**src/rtl/ripple_fifo_pkg.sv**
```systemverilog
package ripple_fifo_pkg;

  typedef enum logic [1:0] {
    ACT_HOLD  = 2'd0,
    ACT_LOAD  = 2'd1,
    ACT_DRAIN = 2'd2
  } stage_act_e;

endpackage

```
**src/rtl/rfifo_move_ctl.sv**
```systemverilog
module rfifo_move_ctl #(
  parameter int DEPTH = 4
) (
  input  logic [DEPTH-1:0] occ_q,
  input  logic             in_valid,
  input  logic             out_ready,
  output logic [DEPTH-1:0] load,
  output logic [DEPTH-1:0] drain
);

  localparam int LAST = DEPTH - 1;

  for (genvar i = 0; i < DEPTH; i++) begin : g_move
    if (i == 0) begin : g_head
      assign load[i] = ~occ_q[i] & in_valid;
    end else begin : g_body_in
      assign load[i] = ~occ_q[i] & occ_q[i-1];
    end
    if (i == LAST) begin : g_tail
      assign drain[i] = occ_q[i] & out_ready;
    end else begin : g_body_out
      assign drain[i] = occ_q[i] & ~occ_q[i+1];
    end
  end

endmodule

```
**src/rtl/rfifo_stage.sv**
```systemverilog
module rfifo_stage
  import ripple_fifo_pkg::*;
#(
  parameter int WIDTH = 8
) (
  input  logic             clk,
  input  logic             rst_n,
  input  logic             load,
  input  logic             drain,
  input  logic [WIDTH-1:0] din,
  output logic             occ_q,
  output logic [WIDTH-1:0] data_q
);

  stage_act_e act;
  logic       occ_d;

  always_comb begin
    if (load) begin
      act = ACT_LOAD;
    end else if (drain) begin
      act = ACT_DRAIN;
    end else begin
      act = ACT_HOLD;
    end
  end

  always_comb begin
    case (act)
      ACT_LOAD:  occ_d = 1'b1;
      ACT_DRAIN: occ_d = 1'b0;
      default:   occ_d = occ_q;
    endcase
  end

  always_ff @(posedge clk or negedge rst_n) begin
    if (!rst_n) begin
      occ_q <= 1'b0;
    end else begin
      occ_q <= occ_d;
    end
  end

  always_ff @(posedge clk) begin
    if (act == ACT_LOAD) begin
      data_q <= din;
    end
  end

  AST_STAGE_HOLD: assert property (@(posedge clk) disable iff (!rst_n)
    occ_q && !drain |=> occ_q && $stable(data_q)) else $error("stage hold");

  AST_STAGE_FILL: assert property (@(posedge clk) disable iff (!rst_n)
    !occ_q && load |=> occ_q && (data_q == $past(din))) else $error("stage fill");

endmodule

```
**src/rtl/ripple_fifo.sv**
```systemverilog
module ripple_fifo #(
  parameter int DEPTH = 4,
  parameter int WIDTH = 8
) (
  input  logic             clk,
  input  logic             rst_n,
  input  logic             in_valid,
  output logic             in_ready,
  input  logic [WIDTH-1:0] in_data,
  output logic             out_valid,
  input  logic             out_ready,
  output logic [WIDTH-1:0] out_data
);

  localparam int LAST = DEPTH - 1;

  logic [DEPTH-1:0] occ_q;
  logic [DEPTH-1:0] load;
  logic [DEPTH-1:0] drain;
  logic [WIDTH-1:0] data_q [DEPTH];

  initial begin
    if (DEPTH < 2) $error("DEPTH must be at least 2");
  end

  rfifo_move_ctl #(.DEPTH(DEPTH)) u_ctl (
    .occ_q     (occ_q),
    .in_valid  (in_valid),
    .out_ready (out_ready),
    .load      (load),
    .drain     (drain)
  );

  for (genvar i = 0; i < DEPTH; i++) begin : g_stage
    logic [WIDTH-1:0] din;
    if (i == 0) begin : g_src_in
      assign din = in_data;
    end else begin : g_src_prev
      assign din = data_q[i-1];
    end
    rfifo_stage #(.WIDTH(WIDTH)) u_stage (
      .clk    (clk),
      .rst_n  (rst_n),
      .load   (load[i]),
      .drain  (drain[i]),
      .din    (din),
      .occ_q  (occ_q[i]),
      .data_q (data_q[i])
    );
  end

  assign in_ready  = ~occ_q[0];
  assign out_valid = occ_q[LAST];
  assign out_data  = data_q[LAST];

  AST_OUT_STALL_STABLE: assert property (@(posedge clk) disable iff (!rst_n)
    out_valid && !out_ready |=> out_valid && $stable(out_data)) else $error("stall");

  AST_ACCEPT_BLOCKS: assert property (@(posedge clk) disable iff (!rst_n)
    in_valid && in_ready |=> !in_ready) else $error("accept");

  AST_TAKE_CLEARS: assert property (@(posedge clk) disable iff (!rst_n)
    out_valid && out_ready |=> !out_valid) else $error("take");

  AST_OCC_TRACK: assert property (@(posedge clk) disable iff (!rst_n)
    1'b1 |=> ($countones(occ_q) == $countones($past(occ_q))
              + int'($past(in_valid && in_ready)) - int'($past(out_valid && out_ready))))
    else $error("occupancy");

endmodule

```
**config.mk**
```make
export PLATFORM = sky130hd
export DESIGN_NAME = ripple_fifo
export DESIGN_NICKNAME = d
export VERILOG_FILES = /design/src/rtl/ripple_fifo_pkg.sv /design/src/rtl/rfifo_move_ctl.sv /design/src/rtl/rfifo_stage.sv /design/src/rtl/ripple_fifo.sv
export SDC_FILE = /design/constraint.sdc
export NUM_CORES = 1
export LEC_CHECK = 0
export ABC_AREA = 1
export CAP_MARGIN = 10
export CORE_ASPECT_RATIO = 1.2
export CORE_MARGIN = 5
export CORE_UTILIZATION = 52
export CTS_CLUSTER_SIZE = 12
export DETAILED_ROUTE_END_ITERATION = 10
export GPL_TIMING_DRIVEN = 0
export PLACE_DENSITY = 0.91
export REMOVE_ABC_BUFFERS = 1
export SETUP_SLACK_MARGIN = 0.02
export SLEW_MARGIN = 15
export SYNTH_ARGS = -nofsm -noshare
export SYNTH_HDL_FRONTEND = slang
export SYNTH_SLANG_ARGS = --single-unit
```
**constraint.sdc**
```tcl
create_clock -name clk -period 2 [get_ports clk]
set_input_delay 0.6 -clock clk [delete_from_list [all_inputs] [get_ports clk]]
set_output_delay 0.6 -clock clk [all_outputs]
set_load 0.01 [all_outputs]
```
Word level (Yosys, flattened, before mapping)
Index checks and enable logic that the tools add are counted.
{"block": "totals", "regBits": 36, "input_bits": 12}
{"block": "op_classes", "n_eq_ne": 8, "mux": 12, "n_bitwise": 9, "reduce_logical": 4}
{"operator": "2-bit two-way mux", "count": 8}
{"operator": "2-bit by 1-bit == test with 1-bit output, second input constant", "count": 4}
{"operator": "2-bit == test, second input constant", "count": 4}
{"operator": "1-bit one-hot mux with 2 select lines", "count": 4}
{"operator": "2-bit nonzero test", "count": 4}
{"operator": "1-bit AND", "count": 5}
{"operator": "1-bit NOT", "count": 4}

Longest topological paths before layout
Gate-level depths: netlist (run 1).
{"block": "logic_depth", "depth_word": 6, "ltp_mapped": 3, "mapped_depth_nobuf": 3}

By module
A second synthesis (run 1) with hierarchy kept.
{"block": "unflattened", "hier_cells": 70, "area_unflattened_um2": 1199.9}
{"mod": "rfifo_stage", "n_inst": 4, "cells_each": 14, "area_each_um2": 284.0}
{"mod": "rfifo_move_ctl", "n_inst": 1, "cells_each": 13, "area_each_um2": 60.1}
{"mod": "ripple_fifo", "n_inst": 1, "cells_each": 1, "area_each_um2": 3.8}

Least setup slack after synthesis (run 1)
Ideal clock, no wire load.
{"block": "synth_path", "path_type": "input to register", "start": "input port in_valid", "end": "register g_stage[0].u_stage.data_q[0] (enable)", "setup_time_ns": 0.324, "t_arrival_ns": 0.818, "required_time_ns": 1.676, "slack_ns": 0.858, "cell_stages": 2, "n_path_buf": 0, "cell_sequence": "nand2_2 -> inv_1"}
{"block": "synth_between", "elab_chain_len": 3}
{"element": "from (decl)", "line_no": "ripple_fifo.sv:7", "source": "input logic in_valid,"}
{"element": "1-bit AND", "line_no": "rfifo_move_ctl.sv:15", "source": "assign load[i] = ~occ_q[i] & in_valid;"}
{"element": "2-bit two-way mux", "line_no": "rfifo_stage.sv:19", "source": "if (load) begin"}
{"element": "2-bit by 1-bit == test with 1-bit output", "line_no": "rfifo_stage.sv:45", "source": "if (act == ACT_LOAD) begin"}
{"element": "to (signal assigned)", "line_no": "rfifo_stage.sv:46", "source": "data_q <= din;"}
{"element": "to (decl)", "line_no": "rfifo_stage.sv:12", "source": "output logic [WIDTH-1:0] data_q"}
Every way passes these cells.
A chain may end at the register's enable or synchronous reset.

Worst setup path in the final report (run 1)
{"block": "layout_path", "start": "register g_stage[3].u_stage.occ_q", "end": "output port out_valid"}
{"element": "from (decl)", "line_no": "rfifo_stage.sv:11", "source": "output logic occ_q,"}
{"element": "from (signal assigned)", "line_no": "rfifo_stage.sv:38", "source": "occ_q <= 1'b0;"}
{"element": "from (signal assigned)", "line_no": "rfifo_stage.sv:40", "source": "occ_q <= occ_d;"}
{"element": "to (decl)", "line_no": "ripple_fifo.sv:10", "source": "output logic out_valid,"}
No word-level cell between the ends.

==> flow_summary_export.csv, run 1 <==
group,metric,value,unit
timing,fmax,534,MHz
clocking,cts_hold_buf,0,
logic_synthesis,seq_area_frac_synth,92.9,%
clocking,tritoncts,"done",
setup_path,cp.arrival,1.27,ns
clocking,clk_pin_slew,0.09,ns
logic_synthesis,syn_area_per_cell,20.0,um2
timing,tns,0,ns
clocking,clkSinkCount,36,
power,p_leak,0.552,nW
layout,seq_area,1060,um2
setup_path,r2r-start,"g_stage[2].u_stage.occ_q",
clocking,clockBufferDepth,2,
layout,drive_gt1_share,8.14,%
min_path,hold_depth,0,
clocking,cts-root-buf,"clkbuf_4",
placed_design,dpl.hpwl,1.14,mm
timing,worst_slew_pin_slew,0.302,ns
setup_path,r2r_slack,0.88,ns
clocking,ctsHtreeMaxLevel,2,
die,initial_core_util,55.1,%
outcome,status,"finished, final reports clean",
layout,num-fill-cells,155,
job,cap_viol_max_count,0,
die,dieArea,3240,um2
detailed_routing,first_iter_violations,0,
grt,grt_use_total,12.1,%
timing,min_period_over_period,93.6,%
placed_design,dpl_worst_slack,0.260,ns
clocking,numCtsBuffers,5,
layout,final_nets,97,
timing,setup_slack,0.128,ns
placed_design,gp_congestion,0.639,
setup_path,critical_path.top_delay_family,"buffers and inverters",
detailed_routing,vias_per_cell,4.60,
power,power_per_cell_area,1310,nW/um2
layout,antennaDiodeCount,0,
detailed_routing,ant_nets,0,
min_path,min_path_type,"reg -> reg",
setup_path,path_cells,"clkdlybuf4s50_1",
timing,rsz0062_at_grt,"false",
setup_path,max_stage_delay,0.56,ns
die,die_y,61.3,um
logic_synthesis,synth_cell_types,6,
timing,holdWs,0.425,ns
grt,grt_pass1_wl,2.48,mm
timing,fin_crit,1.87,ns
setup_path,r2r_end,"g_stage[2].u_stage.data_q[3]",
die,coreArea,2070,um2
setup_path,cp_max_fo,4,
grt,grt_overflow,0,
logic_synthesis,ys_ff_latch,36,
layout,final_common_cell,"edfxtp_1",
setup_path,worstSetupPathType,"reg -> out",
timing,setup-violations-final,0,
setup_path,start_kind,"flip-flop",
power,ir_worst_vdd,855,uV
setup_path,r2r_cells,3,
timing,finalClockSkew,0.00229,ns
layout,multi_input_area,47.5,um2
timing,max-slew-margin-rel,79.9,%
grt,antenna_found_initial,0,
detailed_routing,drt_wl_total,1.53,mm
logic_synthesis,synthCells,57,
logic_synthesis,yosysWarningCount,0,
power,p_total,1.89,mW
setup_path,crit_buf_inv,1,
grt,grt_pass1_vias,580,
min_path,hold_start,"g_stage[2].u_stage.data_q[0]",
min_path,holdPathEnd,"g_stage[3].u_stage.data_q[0]",
detailed_routing,dr_total_vias,534,
setup_path,end_kind,"output port",
setup_path,cp_slowest_cell,"clkdlybuf4s50_1",
logic_synthesis,syn_area,1140,um2
setup_path,critPathRequiredTime,1.40,ns
placed_design,io_buffers,21,
detailed_routing,drc,0,
layout,area_delta_synth_final,26.2,%
timing,drv_slew,0,
detailed_routing,drt_pass1_iterations,1,
die,die_width,52.8,um
timing,hold_violations,0,
die,num_rows,18,
grt,grt_start_max_net_pins,11,
detailed_routing,post_drt_wl_per_cell,13.2,um
layout,final_cell_mix,"32 x edfxtp_1, 20 x clkdlybuf4s50_1, 11 x nand2_1",
clocking,clock_latency,0.32,ns
die,ioPinCount,22,
-- routing by layer --
layer	track usage, %	routed length [um]
met1	9.05	483
met2	22.7	879
met3	7.99	138
met4	5.47	25
met5	0	0
-- power by group --
group	total [mW]	switching, mW	leakage (nW)	internal [mW]
registers	1.20	0.0791	0.350	1.12
logic	0.354	0.203	0.175	0.151
clock network	0.337	0.202	0.0269	0.135
-- what timing repair did --
item,in CTS,in global routing
setup endpoints to repair,0,1
setup buffers,0,0
gates resized for setup,0,1
-- synthesized netlist by cell type --
cell / count / area share [%]
dfrtp_1: 4 / 8.8
edfxtp_1: 32 / 84
inv_1: 8 / 2.6
inv_2: 1 / 0.33
nand2_1: 11 / 3.6
nand2_2: 1 / 0.55
-- layout make-up --
type,count,share of cell area [%]
tap,30,2.60
clock buffer,7,3.13
sequential,36,73.6
multi-input combinational,12,3.30
timing repair buffer,21,14.8
clock inverter,1,0.260
inverter,9,2.34
-- stage by stage --
| step | std cells | util [%] | cell area (um2) |
|---|---|---|---|
| CTS | 116 | 69.4 | 1440 |
| detailed placement | 108 | 67.1 | 1390 |
| global route | 116 | 69.6 | 1440 |
| global placement | 108 | 67.1 | 1390 |
| floorplan | 57 | - | 1140 |
| finish | 116 | 69.6 | 1440 |
-- cells by family after synthesis --
group	count (synthesis)	share of synthesized area [%]
flip-flops	36	92.9
buffers and inverters	9	2.96
AND/OR/NAND/NOR	12	4.16
-- worst max path at each step --
| stage | startpoint | end | slack, ns | cells past startpoint |
|---|---|---|---|---|
| 2_1_floorplan | in_valid | g_stage[0].u_stage.data_q[0] | 0.86 | 2 |
| 4_1_cts | g_stage[0].u_stage.occ_q | in_ready | 0.04 | 2 |
| 6_report | g_stage[3].u_stage.occ_q | out_valid | 0.13 | 1 |
| 3_5_place_dp | in_valid | g_stage[0].u_stage.data_q[3] | 0.26 | 3 |
| 3_3_place_gp | in_valid | g_stage[0].u_stage.data_q[0] | 0.33 | 3 |
| 5_1_grt | g_stage[3].u_stage.occ_q | out_valid | 0.06 | 1 |
-- flip-flops by register name, indices dropped and copies added (netlist names) --
| register | flops |
|---|---|
| g_stage.u_stage.occ_q | 4 |
| g_stage.u_stage.data_q | 32 |
(Power assumes the default switching activity.)
==> inputs of run 2 (changes only) <==
REMOVE_ABC_BUFFERS = unset   (was 1)
==> results of run 2 <==
Final layout, timing and power as in run 1 (identical DEF).
